**config.mk**
```make
export PLATFORM = sky130hd
export DESIGN_NAME = shift_fall_fifo
export DESIGN_NICKNAME = d
export VERILOG_FILES = /design/src/rtl/shift_fall_fifo_pkg.sv /design/src/rtl/fall_cell.sv /design/src/rtl/occ_counter.sv /design/src/rtl/shift_fall_fifo.sv
export SDC_FILE = /design/constraint.sdc
export NUM_CORES = 1
export LEC_CHECK = 0
export BUFFER_PORTS_ARGS = -buffer_cell sky130_fd_sc_hd__clkbuf_2
export CORE_MARGIN = 4
export CORE_UTILIZATION = 35
export CTS_CLUSTER_DIAMETER = 50
export CTS_CLUSTER_SIZE = 10
export DETAILED_ROUTE_END_ITERATION = 10
export GPL_TIMING_DRIVEN = 1
export PLACE_DENSITY = 0.62
export SLEW_MARGIN = 5
export SYNTH_ARGS = -nofsm -noshare
export SYNTH_HDL_FRONTEND = slang
export SYNTH_SLANG_ARGS = --single-unit
```
**constraint.sdc**
```tcl
create_clock -name clk -period 3.6 [get_ports clk]
set_clock_uncertainty 0.1 [all_clocks]
set_input_delay 0.72 -clock clk [delete_from_list [all_inputs] [get_ports clk]]
set_output_delay 0.72 -clock clk [all_outputs]
set_load 0.005 [all_outputs]
```
**src/rtl/shift_fall_fifo_pkg.sv**
```systemverilog
package shift_fall_fifo_pkg;

  // occupancy after one clock, given accepted write and read
  function automatic int unsigned occ_next(input int unsigned occ,
                                           input logic put, input logic take);
    int unsigned r;
    r = occ;
    if (put && !take) r = occ + 1;
    if (take && !put) r = occ - 1;
    return r;
  endfunction

  // a word may enter the top cell when a slot is left or one is freed
  function automatic logic accept_put(input logic want, input logic is_full,
                                      input logic take);
    return want && (!is_full || take);
  endfunction

endpackage

```
**src/rtl/fall_cell.sv**
```systemverilog
module fall_cell #(
  parameter int WIDTH = 8
) (
  input  logic             clk,
  input  logic             rst_n,
  input  logic             fill_in,
  input  logic [WIDTH-1:0] data_in,
  input  logic             leave,
  output logic             hold_q,
  output logic [WIDTH-1:0] data_q
);

  always_ff @(posedge clk or negedge rst_n) begin
    if (!rst_n) begin
      hold_q <= 1'b0;
      data_q <= '0;
    end else begin
      if (fill_in) begin
        hold_q <= 1'b1;
        data_q <= data_in;
      end else if (leave) begin
        hold_q <= 1'b0;
      end
    end
  end

endmodule

```
**src/rtl/occ_counter.sv**
```systemverilog
module occ_counter #(
  parameter int DEPTH = 4,
  localparam int CW = $clog2(DEPTH + 1)
) (
  input  logic          clk,
  input  logic          rst_n,
  input  logic          put,
  input  logic          take,
  output logic [CW-1:0] occ,
  output logic          is_full,
  output logic          is_empty
);
  import shift_fall_fifo_pkg::*;

  localparam logic [CW-1:0] TOP = CW'(DEPTH);

  always_ff @(posedge clk or negedge rst_n) begin
    if (!rst_n) occ <= '0;
    else        occ <= CW'(occ_next(int'(occ), put, take));
  end

  assign is_full  = (occ == TOP);
  assign is_empty = (occ == '0);

endmodule

```
**src/rtl/shift_fall_fifo.sv**
```systemverilog
module shift_fall_fifo #(
  parameter int WIDTH = 8,
  parameter int DEPTH = 4,
  localparam int CW = $clog2(DEPTH + 1)
) (
  input  logic             clk,
  input  logic             rst_n,
  input  logic             wr_en,
  input  logic [WIDTH-1:0] wr_data,
  input  logic             rd_en,
  output logic [WIDTH-1:0] rd_data,
  output logic             rd_valid,
  output logic             underflow,
  output logic             full,
  output logic             empty,
  output logic [CW-1:0]    count
);
  import shift_fall_fifo_pkg::*;

  localparam int LAST = DEPTH - 1;

  logic [DEPTH-1:0] held;
  logic [DEPTH-1:0] moving;
  logic [WIDTH-1:0] cell_data [DEPTH];

  // named events for the checker
  logic wr_fire;
  logic rd_fire;

  assign rd_fire   = rd_en && held[LAST];
  assign wr_fire   = accept_put(wr_en, full, rd_fire);
  assign underflow = rd_en && !held[LAST];

  assign rd_valid = held[LAST];
  assign rd_data  = cell_data[LAST];

  // a word moves unless every cell ahead of it is held and nothing leaves
  assign moving[LAST] = rd_fire;
  generate
    for (genvar i = 0; i < LAST; i++) begin : g_move
      assign moving[i] = held[i] && (!(&held[LAST:i+1]) || rd_fire);
    end
  endgenerate

  generate
    for (genvar i = 0; i < DEPTH; i++) begin : g_cell
      if (i == 0) begin : g_top
        fall_cell #(.WIDTH(WIDTH)) cell_i (
          .clk    (clk),
          .rst_n  (rst_n),
          .fill_in(wr_fire),
          .data_in(wr_data),
          .leave  (moving[0]),
          .hold_q (held[0]),
          .data_q (cell_data[0])
        );
      end else begin : g_rest
        fall_cell #(.WIDTH(WIDTH)) cell_i (
          .clk    (clk),
          .rst_n  (rst_n),
          .fill_in(moving[i-1]),
          .data_in(cell_data[i-1]),
          .leave  (moving[i]),
          .hold_q (held[i]),
          .data_q (cell_data[i])
        );
      end
    end
  endgenerate

  occ_counter #(.DEPTH(DEPTH)) occ_i (
    .clk     (clk),
    .rst_n   (rst_n),
    .put     (wr_fire),
    .take    (rd_fire),
    .occ     (count),
    .is_full (full),
    .is_empty(empty)
  );

endmodule

```
==> results.py, run 1 <==
metrics = {
    "worst_setup_path": {
        "critPathRequiredTime_ns": 2.78,
        "worstPathMaxFanout": 5,
        "start_kind": "flip-flop",
        "path_cells": "or3b_4, inv_1, clkbuf_2",
        "path_delay_family": "flip-flops",
        "arrival_ns": 1.31,
        "slowest_stage": "dfrtp_1",
        "max_stage_delay_ns": 0.43,
        "cp.buffers_inverters": 2,
        "critPathKind": "reg -> out",
        "endpoint_kind": "primary output",
    },
    "logic_synthesis": {
        "synthCells": 109,
        "yosysUniqueCellTypes": 21,
        "async_flop_share_pct": 100,
        "synth_seq_area_share_pct": 60.9,
        "yosys_warnings": 0,
        "yosysMostFrequentCell": "dfrtp_1",
        "syn_avg_cell_area_sq_um": 14.7,
        "synth-edff-count": 0,
        "synth_top_cell_area_share_pct": 60.9,
        "synth_fp_nets": 122,
        "synth_commonest_cells": "dfrtp_1, mux2_2, buf_4",
        "ys_seq_elements": 39,
        "synthTopCellsByArea": "dfrtp_1, mux2_2, buf_4, fa_1, inv_1",
        "yosysTopAreaCell": "dfrtp_1",
        "syn_area_sq_um": 1600,
        "synth_flop_cell": "dfrtp_1",
    },
    "die": {
        "core-area_sq_um": 4380,
        "dieWidth_um": 75.7,
        "design.die.area_sq_um": 5730,
        "ioPinCount": 27,
        "initial_core_util_pct": 36.6,
        "row_count": 24,
        "dieHeight_um": 75.7,
    },
    "final_layout": {
        "layout.nets": 147,
        "finish.utilization_pct": 42.0,
        "antenna-diode-count": 0,
        "areaGrowthSynthToFinish_pct": 14.9,
        "drive_above_1_share_pct": 50.4,
        "fillCellCount": 408,
    },
    "grt": {
        "grt_max_degree": 40,
        "antenna_found_initial": 0,
        "overflow": 0,
        "grt_pass1_wl_um": 4240,
        "track_usage_pct": 10.1,
        "grt_pass1_vias": 913,
    },
    "sta": {
        "holdWs_ns": 0.371,
        "max_freq_mhz": 468,
        "setup_viol": 0,
        "setup_tns_ns": 0,
        "min_period_ns": 2.13,
        "relSlewSlack_pct": 37.9,
        "fin_crit_sh_pct": 59.3,
        "setup_ws_ns": 1.47,
        "slew_violations": 0,
        "hold_viol_final": 0,
        "worst_pin_slew_ns": 0.931,
        "rsz0062_at_grt": "no",
    },
    "clock_tree": {
        "cts_setup_buffers": 0,
        "htreeDepth": 2,
        "ctsResizeCount": 0,
        "cts_sinks": 39,
        "path_clk_slew_ns": 0.07,
        "tritoncts": "done",
        "postCtsHoldBufs": 0,
        "root_buffer": "clkbuf_8",
        "insertion_delay_ns": 0.29,
        "cts_made_buffers": 5,
        "cts.path.max_buffers": 2,
    },
    "place": {
        "pre_cts_ws_ns": 1.47,
        "io_buffer_count": 26,
        "gp_congestion": 0.667,
        "hpwl_um": 1850,
    },
    "outcome": {
        "outcome": "finished clean",
    },
    "route": {
        "first_iter_violations": 56,
        "vias_per_cell": 4.66,
        "wl_per_cell_um": 13.1,
        "ant_nets": 0,
        "routed_wl_um": 2450,
        "drcViolationCount": 0,
        "firstDrtPassIters": 4,
        "vias": 871,
    },
    "job": {
        "maxCapViolCount": 0,
    },
    "power": {
        "ir_drop_mv": 0.239,
        "switchingPower_mw": 0.427,
        "pwr-share-comb_pct": 29.1,
        "powerDensity_nw_per_um2": 812,
        "power_frac_seq_pct": 49.5,
        "power_leakage_nw": 0.841,
        "power.total_mw": 1.50,
        "intPower_mw": 1.07,
        "switching_share_pct": 28.6,
        "pwr-share-clk_pct": 21.4,
    },
    "worst_hold_path": {
        "hold_path_class": "reg -> reg",
    },
}
registers in the layout (all words and copies together), names as in the netlist:
name / cells
g_cell.g_top.cell_i.hold_q: 1
g_cell.g_rest.cell_i.data_q: 24
g_cell.g_rest.cell_i.hold_q: 3
occ_i.occ: 3
g_cell.g_top.cell_i.data_q: 8
final cells by class:
| class | instances | area (sq um) | share of cell area, % |
|---|---|---|---|
| clock inverter | 1 | 7.51 | 0.408 |
| sequential | 39 | 976 | 53.0 |
| inverter | 5 | 18.8 | 1.02 |
| multi-input combinational | 57 | 548 | 29.8 |
| clock buffer | 7 | 96.3 | 5.23 |
| timing repair buffer | 26 | 130 | 7.07 |
| tap | 52 | 65.1 | 3.53 |
kinds of logic (layout without fill, tap and decap cells):
logic type	after synthesis	after routing	synth area share [%]
buffers and inverters	13	39	4.92
multiplexers	33	33	23.1
AO/OA/AOI/OAI	5	5	2.65
AND/OR/NAND/NOR	16	16	6.09
adder cells (fa/ha/maj)	1	1	1.25
flip-flops	39	39	60.9
XOR/XNOR	2	2	1.09
routing by layer:
| layer | part of all wire (%) | track usage, % | up-vias |
|---|---|---|---|
| li1 | - | - | 414 |
| met1 | 43 | 12.3 | 432 |
| met2 | 48 | 14.9 | 18 |
| met3 | 5.7 | 3.96 | 7 |
| met4 | 3.1 | 6.60 | 0 |
| met5 | 0 | 0 | - |
path summary, 6_finish.rpt:
check                                              startpoint                                end  slack, ns  depth (start not counted)
worst max-delay path                             occ_i.occ[0]                               full       1.47                          3
worst min-delay path            g_cell[0].g_top.cell_i.hold_q     g_cell[1].g_rest.cell_i.hold_q       0.37                          2
worst max register to register                   occ_i.occ[0]   g_cell[0].g_top.cell_i.data_q[4]       1.85                          3
worst min register to register  g_cell[0].g_top.cell_i.hold_q     g_cell[1].g_rest.cell_i.hold_q       0.37                          2
max in group asynchronous                               rst_n  g_cell[2].g_rest.cell_i.data_q[5]       2.37                          1
min in group asynchronous                               rst_n  g_cell[2].g_rest.cell_i.data_q[4]       0.46                          1
per-stage QoR:
stage               area (sq um)  cells
floorplan                   1600    109
CTS                         1840    187
finish                      1840    187
global route                1840    187
detailed placement          1740    179
global placement            1740    179
power by group through the flow:
stage	sequential [mW]	clock [mW]	combinational (mW)
2_1_floorplan	0.715	0	0.377
3_3_place_gp	0.740	0	0.425
3_5_place_dp	0.753	0	0.447
4_1_cts	0.744	0.333	0.450
5_1_grt	0.767	0.352	0.490
6_report	0.741	0.319	0.436
cell usage in the layout, fill, tap and decap left out:
master	instances
dfrtp_1	39
clkbuf_8	7
nand2b_1	3
mux2i_1	1
clkinvlp_4	1
mux2_2	32
or3b_4	1
nor2b_1	2
clkbuf_2	26
and2_1	1
nand4b_1	1
fa_1	1
nand2_1	5
nor3_1	1
xnor2_1	2
inv_1	5
and3b_1	1
a21boi_0	1
a21oi_1	1
a32oi_1	1
nand3b_1	1
o21ai_0	1
o21ai_4	1
worst reg2reg max path, delay by kind of cell (launching register included):
family,cells,cell delay [ns]
AO/OA/AOI/OAI,1,0.30
flip-flops,1,0.43
multiplexers,1,0.38
AND/OR/NAND/NOR,1,0.43
Note: power is estimated with default switching activity, not from simulation.
==> inputs of run 2 (changes only) <==
--- a/config.mk
+++ b/config.mk
@@ -12,7 +12,7 @@
 export CTS_CLUSTER_SIZE = 10
 export DETAILED_ROUTE_END_ITERATION = 10
 export GPL_TIMING_DRIVEN = 1
-export PLACE_DENSITY = 0.62
+export PLACE_DENSITY = 0.64
 export SLEW_MARGIN = 5
 export SYNTH_ARGS = -nofsm -noshare
 export SYNTH_HDL_FRONTEND = slang
==> constraint.sdc (replaced) <==
create_clock -name clk -period 1.9 [get_ports clk]
set_clock_uncertainty 0.1 [all_clocks]
set_input_delay 0.38 -clock clk [delete_from_list [all_inputs] [get_ports clk]]
set_output_delay 0.38 -clock clk [all_outputs]
set_load 0.005 [all_outputs]
==> run 2 against run 1 <==
Final area up 2.0%. Core utilization up 0.86 points. Sequential share of layout area down 0.99 points. Die area unchanged. Global-route usage about the same. Critical path depth unchanged. Critical path type unchanged. Largest cell class unchanged.
==> results.py, run 2 (same netlist as run 1, synthesis figures left out) <==
metrics = {
    "grt": {
        "grt_pass1_vias": 916,
        "met2_usage_pct": 15.9,
        "met3_usage_pct": 2.51,
        "busiest_layer": "met2",
        "grt_use_met1_pct": 12.6,
        "grt_pass1_wl_um": 4280,
        "antenna_found_initial": 0,
        "overflow": 0,
        "grt_max_degree": 40,
        "track_usage_pct": 10.1,
    },
    "final_layout": {
        "final_cell_mix": "dfrtp_1, mux2_2, clkbuf_2",
        "drive_above_1_share_pct": 50.7,
        "antenna-diode-count": 0,
        "largest_register_ffs": 24,
        "layout.nets": 148,
        "fillCellCount": 411,
        "layout_commonest_cell": "dfrtp_1",
        "areaGrowthSynthToFinish_pct": 17.3,
        "largestRegisters": "g_cell.g_rest.cell_i.data_q: 24 flops, g_cell.g_top.cell_i.data_q: 8 flops",
        "finish.utilization_pct": 42.9,
        "multi_input_area_sq_um": 548,
        "seqCellArea_sq_um": 977,
        "regMostFlops": "g_cell.g_rest.cell_i.data_q",
        "final_area_sq_um": 1880,
    },
    "worst_setup_path": {
        "critPathRequiredTime_ns": 1.42,
        "worstPathMaxFanout": 5,
        "max_stage_delay_ns": 0.43,
        "critPathKind": "reg -> out",
        "start_kind": "flip-flop",
        "path_cells": "or3b_4, inv_1, clkbuf_2",
        "endpoint_kind": "primary output",
        "startpoint": "occ_i.occ[0]",
        "regToRegStartpoint": "g_cell[3].g_rest.cell_i.hold_q",
        "arrival_ns": 1.32,
        "slowest_stage": "dfrtp_1",
        "regToRegSetupSlack_ns": 0.12,
    },
    "clock_tree": {
        "cts.path.max_buffers": 2,
        "htreeDepth": 2,
        "insertion_delay_ns": 0.28,
        "root_buffer": "clkbuf_8",
        "cts_made_buffers": 5,
        "cts_sinks": 39,
        "path_clk_slew_ns": 0.07,
        "tritoncts": "done",
        "postCtsHoldBufs": 0,
    },
    "sta": {
        "worst_pin_slew_ns": 0.470,
        "max_freq_mhz": 557,
        "slew_violations": 0,
        "setup_tns_ns": 0,
        "relSlewSlack_pct": 68.7,
        "hold_viol_final": 0,
        "rsz0062_at_grt": "no",
        "setup_viol": 0,
        "fin_crit_sh_pct": 94.5,
        "min_period_ns": 1.80,
    },
    "worst_hold_path": {
        "hold_path_class": "in -> async",
    },
    "die": {
        "design.die.area_sq_um": 5730,
        "dieHeight_um": 75.7,
        "core-area_sq_um": 4380,
        "row_count": 24,
        "initial_core_util_pct": 36.6,
        "dieWidth_um": 75.7,
        "ioPinCount": 27,
    },
    "place": {
        "hpwl_um": 1990,
        "placed_area_sq_um": 1750,
        "gp_congestion": 0.661,
        "io_buffer_count": 26,
    },
    "route": {
        "routed_wl_um": 2570,
        "vias_per_cell": 4.66,
        "firstDrtPassIters": 3,
        "vias": 877,
        "first_iter_violations": 49,
        "wl_per_cell_um": 13.7,
        "drcViolationCount": 0,
        "ant_nets": 0,
    },
    "power": {
        "powerDensity_nw_per_um2": 1620,
        "power_leakage_nw": 0.860,
        "ir_drop_mv": 0.360,
    },
    "job": {
        "maxCapViolCount": 0,
    },
    "outcome": {
        "outcome": "finished clean",
    },
}
## run 2: cell types whose count changed in the layout (fill, tap and decap cells not counted)
cell        delta
buf_4          +1
bufinv_16      +2
clkbuf_1       +1
clkbuf_8       -2
clkinvlp_4     -1
dfrtp_1        -1
dfrtp_2        +1
## run 2: final timing paths
kind	endpoint	cells past startpoint
max in group asynchronous	g_cell[3].g_rest.cell_i.hold_q	2
min reg2reg	g_cell[1].g_rest.cell_i.hold_q	2
max reg2reg	occ_i.occ[2]	6
max	full	3
min	g_cell[3].g_rest.cell_i.hold_q	2
min in group clk	g_cell[0].g_top.cell_i.data_q[5]	2
## run 2: layout make-up
type,count,share of cell area (%)
sequential,39,52.0
inverter,5,0.999
multi-input combinational,57,29.2
clock inverter,2,3.20
clock buffer,6,3.86
timing repair buffer,27,7.32
tap,52,3.46
## run 2: worst max-delay path, delay by kind of cell (launching register included)
| kind | cells | cell delay (ns) |
|---|---|---|
| DFF | 1 | 0.43 |
| and+or+nand+nor | 1 | 0.43 |
| buffers and inverters | 2 | 0.17 |
## run 2: timing repair
action,in CTS,in global routing
gates resized for setup,0,1
buffers inserted,0,0
setup endpoints to repair,0,1
## run 2: metrics by stage
stage	std cells	power (mW)	setup slack, ns	hold slack (ns)
CTS	188	3.09	0.0540	0.0470
detailed placement	180	2.29	0.00265	0.357
floorplan	109	2.07	0.261	-0.0156
global route	188	3.25	0.0280	0.0640
global placement	180	2.21	0.160	0.347
finish	188	3.05	0.105	0.0317
## run 2: report_power, final
| part | internal (mW) | leakage (nW) | total [mW] | switching [mW] |
|---|---|---|---|---|
| clock | 0.525 | 0.0654 | 0.795 | 0.270 |
| sequential | 1.19 | 0.452 | 1.41 | 0.213 |
| combinational | 0.508 | 0.343 | 0.843 | 0.335 |
| total | 2.23 | 0.860 | 3.05 | 0.819 |
## run 2: routing by layer
| layer | up-vias | routed length (um) |
|---|---|---|
| met5 | - | 0 |
| met4 | 0 | 56 |
| met3 | 5 | 127 |
| met2 | 18 | 1310 |
| met1 | 437 | 1080 |
| li1 | 417 | - |
==> inputs of run 3 (changes only) <==
==> constraint.sdc (replaced) <==
create_clock -name clk -period 1.9 [get_ports clk]
set_clock_uncertainty 0.1 [all_clocks]
set_input_delay 0.095 -clock clk [delete_from_list [all_inputs] [get_ports clk]]
set_output_delay 0.095 -clock clk [all_outputs]
set_load 0.005 [all_outputs]
==> run 3 against run 2 <==
Clock-buffer cell count unchanged. Sequential power about the same. Clock power down 32%. Wire length down 1.6%. Hold slack better by 0.050 ns. Core utilization up 1.3 points. Global-route usage up 0.16 points. Sequential cell count unchanged. Critical path type is now reg -> reg.
==> results.py, run 3 (same netlist as run 1, synthesis figures left out) <==
metrics = {
    "place": {
        "io_buffer_count": 26,
        "gp_congestion": 0.788,
        "placed_area_sq_um": 1760,
        "hpwl_um": 2020,
    },
    "clock_tree": {
        "tritoncts": "done",
        "root_buffer": "clkbuf_8",
        "path_clk_slew_ns": 0.07,
        "ctsResizeCount": 0,
        "postCtsHoldBufs": 9,
        "htreeDepth": 2,
        "cts_setup_buffers": 0,
        "cts_made_buffers": 5,
        "cts_sinks": 39,
        "cts.path.max_buffers": 2,
        "insertion_delay_ns": 0.28,
    },
    "sta": {
        "setup_tns_ns": 0,
        "max_freq_mhz": 579,
        "slew_violations": 0,
        "setup_viol": 0,
        "relSlewSlack_pct": 62.3,
        "holdWs_ns": 0.0820,
        "worst_pin_slew_ns": 0.565,
        "hold_viol_final": 0,
        "fin_crit_sh_pct": 90.9,
        "rsz0062_at_grt": "no",
        "min_period_ns": 1.73,
    },
    "route": {
        "routed_wl_um": 2530,
        "first_iter_violations": 54,
        "wl_per_cell_um": 12.8,
        "drcViolationCount": 0,
        "vias": 903,
        "ant_nets": 0,
        "vias_per_cell": 4.56,
        "firstDrtPassIters": 4,
    },
    "worst_setup_path": {
        "max_stage_delay_ns": 0.43,
        "arrival_ns": 1.79,
        "endpoint_kind": "flip-flop",
        "worstPathMaxFanout": 9,
        "critPathRequiredTime_ns": 1.97,
        "path_cells": "or3b_4, o21ai_4, mux2_2",
        "path_delay_family": "flip-flops",
        "slowest_stage": "dfrtp_1",
        "cp.buffers_inverters": 0,
        "critPathKind": "reg -> reg",
        "start_kind": "flip-flop",
    },
    "final_layout": {
        "final_area_sq_um": 1940,
        "largest_register_ffs": 24,
        "areaGrowthSynthToFinish_pct": 20.9,
        "drive_above_1_share_pct": 47.9,
        "regMostFlops": "g_cell.g_rest.cell_i.data_q",
        "final_cell_mix": "dfrtp_1, mux2_2, clkbuf_2",
        "antenna-diode-count": 0,
        "finish.utilization_pct": 44.2,
        "largestRegisters": "g_cell.g_rest.cell_i.data_q: 24 flops, g_cell.g_top.cell_i.data_q: 8 flops",
        "layout.nets": 159,
        "layout_commonest_cell": "dfrtp_1",
    },
    "power": {
        "ir_drop_mv": 0.533,
        "power_leakage_nw": 0.889,
        "powerDensity_nw_per_um2": 1450,
    },
    "grt": {
        "track_usage_pct": 10.3,
        "antenna_found_initial": 0,
        "grt_pass1_vias": 949,
        "grt_max_degree": 25,
        "overflow": 0,
        "grt_pass1_wl_um": 4340,
    },
    "die": {
        "dieHeight_um": 75.7,
        "ioPinCount": 27,
        "core-area_sq_um": 4380,
        "initial_core_util_pct": 36.6,
        "row_count": 24,
        "design.die.area_sq_um": 5730,
        "dieWidth_um": 75.7,
    },
    "job": {
        "maxCapViolCount": 0,
    },
    "worst_hold_path": {
        "hold_path_class": "in -> reg",
    },
    "outcome": {
        "outcome": "finished clean",
    },
}
[run 3: cell count changes in the layout (fill, tap and decap cells not counted)]
cell	previous run	this run
clkbuf_8	5	6
dfrtp_1	38	39
buf_4	1	3
clkinv_2	0	1
dlygate4sd3_1	0	9
dfrtp_2	1	0
bufinv_16	2	0
clkbuf_1	1	0
[run 3: layout make-up]
| class | count | area [sq um] |
|---|---|---|
| Inverter | 5 | 18.8 |
| Timing Repair Buffer | 38 | 243 |
| Fill cell | 408 | 2450 |
| Clock inverter | 1 | 5.00 |
| Sequential cell | 39 | 976 |
| Multi-Input combinational cell | 57 | 548 |
| Clock buffer | 6 | 82.6 |
| Tap cell | 52 | 65.1 |
[run 3: routing by layer]
layer / vias to the layer above / part of all wire (%) / GRT usage [%]
met1: 445 / 44 / 12.9
met4: 0 / 1.3 / 5.05
met5: - / 0 / 0
met2: 16 / 51 / 15.9
li1: 438 / - / -
met3: 4 / 4.0 / 3.30
[run 3: power by group]
| part | internal (mW) | switching (mW) |
|---|---|---|
| clock | 0.284 | 0.260 |
| combinational | 0.528 | 0.343 |
| sequential | 1.19 | 0.201 |
[run 3: through the flow]
step	power, mW	std cells	worst slack, ns
2_1_floorplan	2.07	109	0.261
3_3_place_gp	2.22	182	0.226
3_5_place_dp	2.29	182	0.174
4_1_cts	2.86	198	0.154
5_1_grt	3.02	198	0.0527
6_report	2.81	198	0.173
[run 3: tightest hold or removal path, cell delays in order]
cell,delay (ns)
clkbuf_2,0.14
nand2b_1,0.13
nand2b_1,0.06
[run 3: path summary, 6_finish.rpt]
path | start | endpoint | slack, ns | depth (start not counted)
max | occ_i.occ[0] | g_cell[0].g_top.cell_i.data_q[3] | 0.17 | 3
min | rd_en | g_cell[3].g_rest.cell_i.hold_q | 0.08 | 3
max reg2reg | occ_i.occ[0] | g_cell[0].g_top.cell_i.data_q[3] | 0.17 | 3
min reg2reg | g_cell[0].g_top.cell_i.hold_q | g_cell[1].g_rest.cell_i.hold_q | 0.37 | 2
max in group asynchronous | rst_n | g_cell[0].g_top.cell_i.hold_q | 0.93 | 3
min in group asynchronous | rst_n | g_cell[2].g_rest.cell_i.data_q[7] | 0.23 | 2
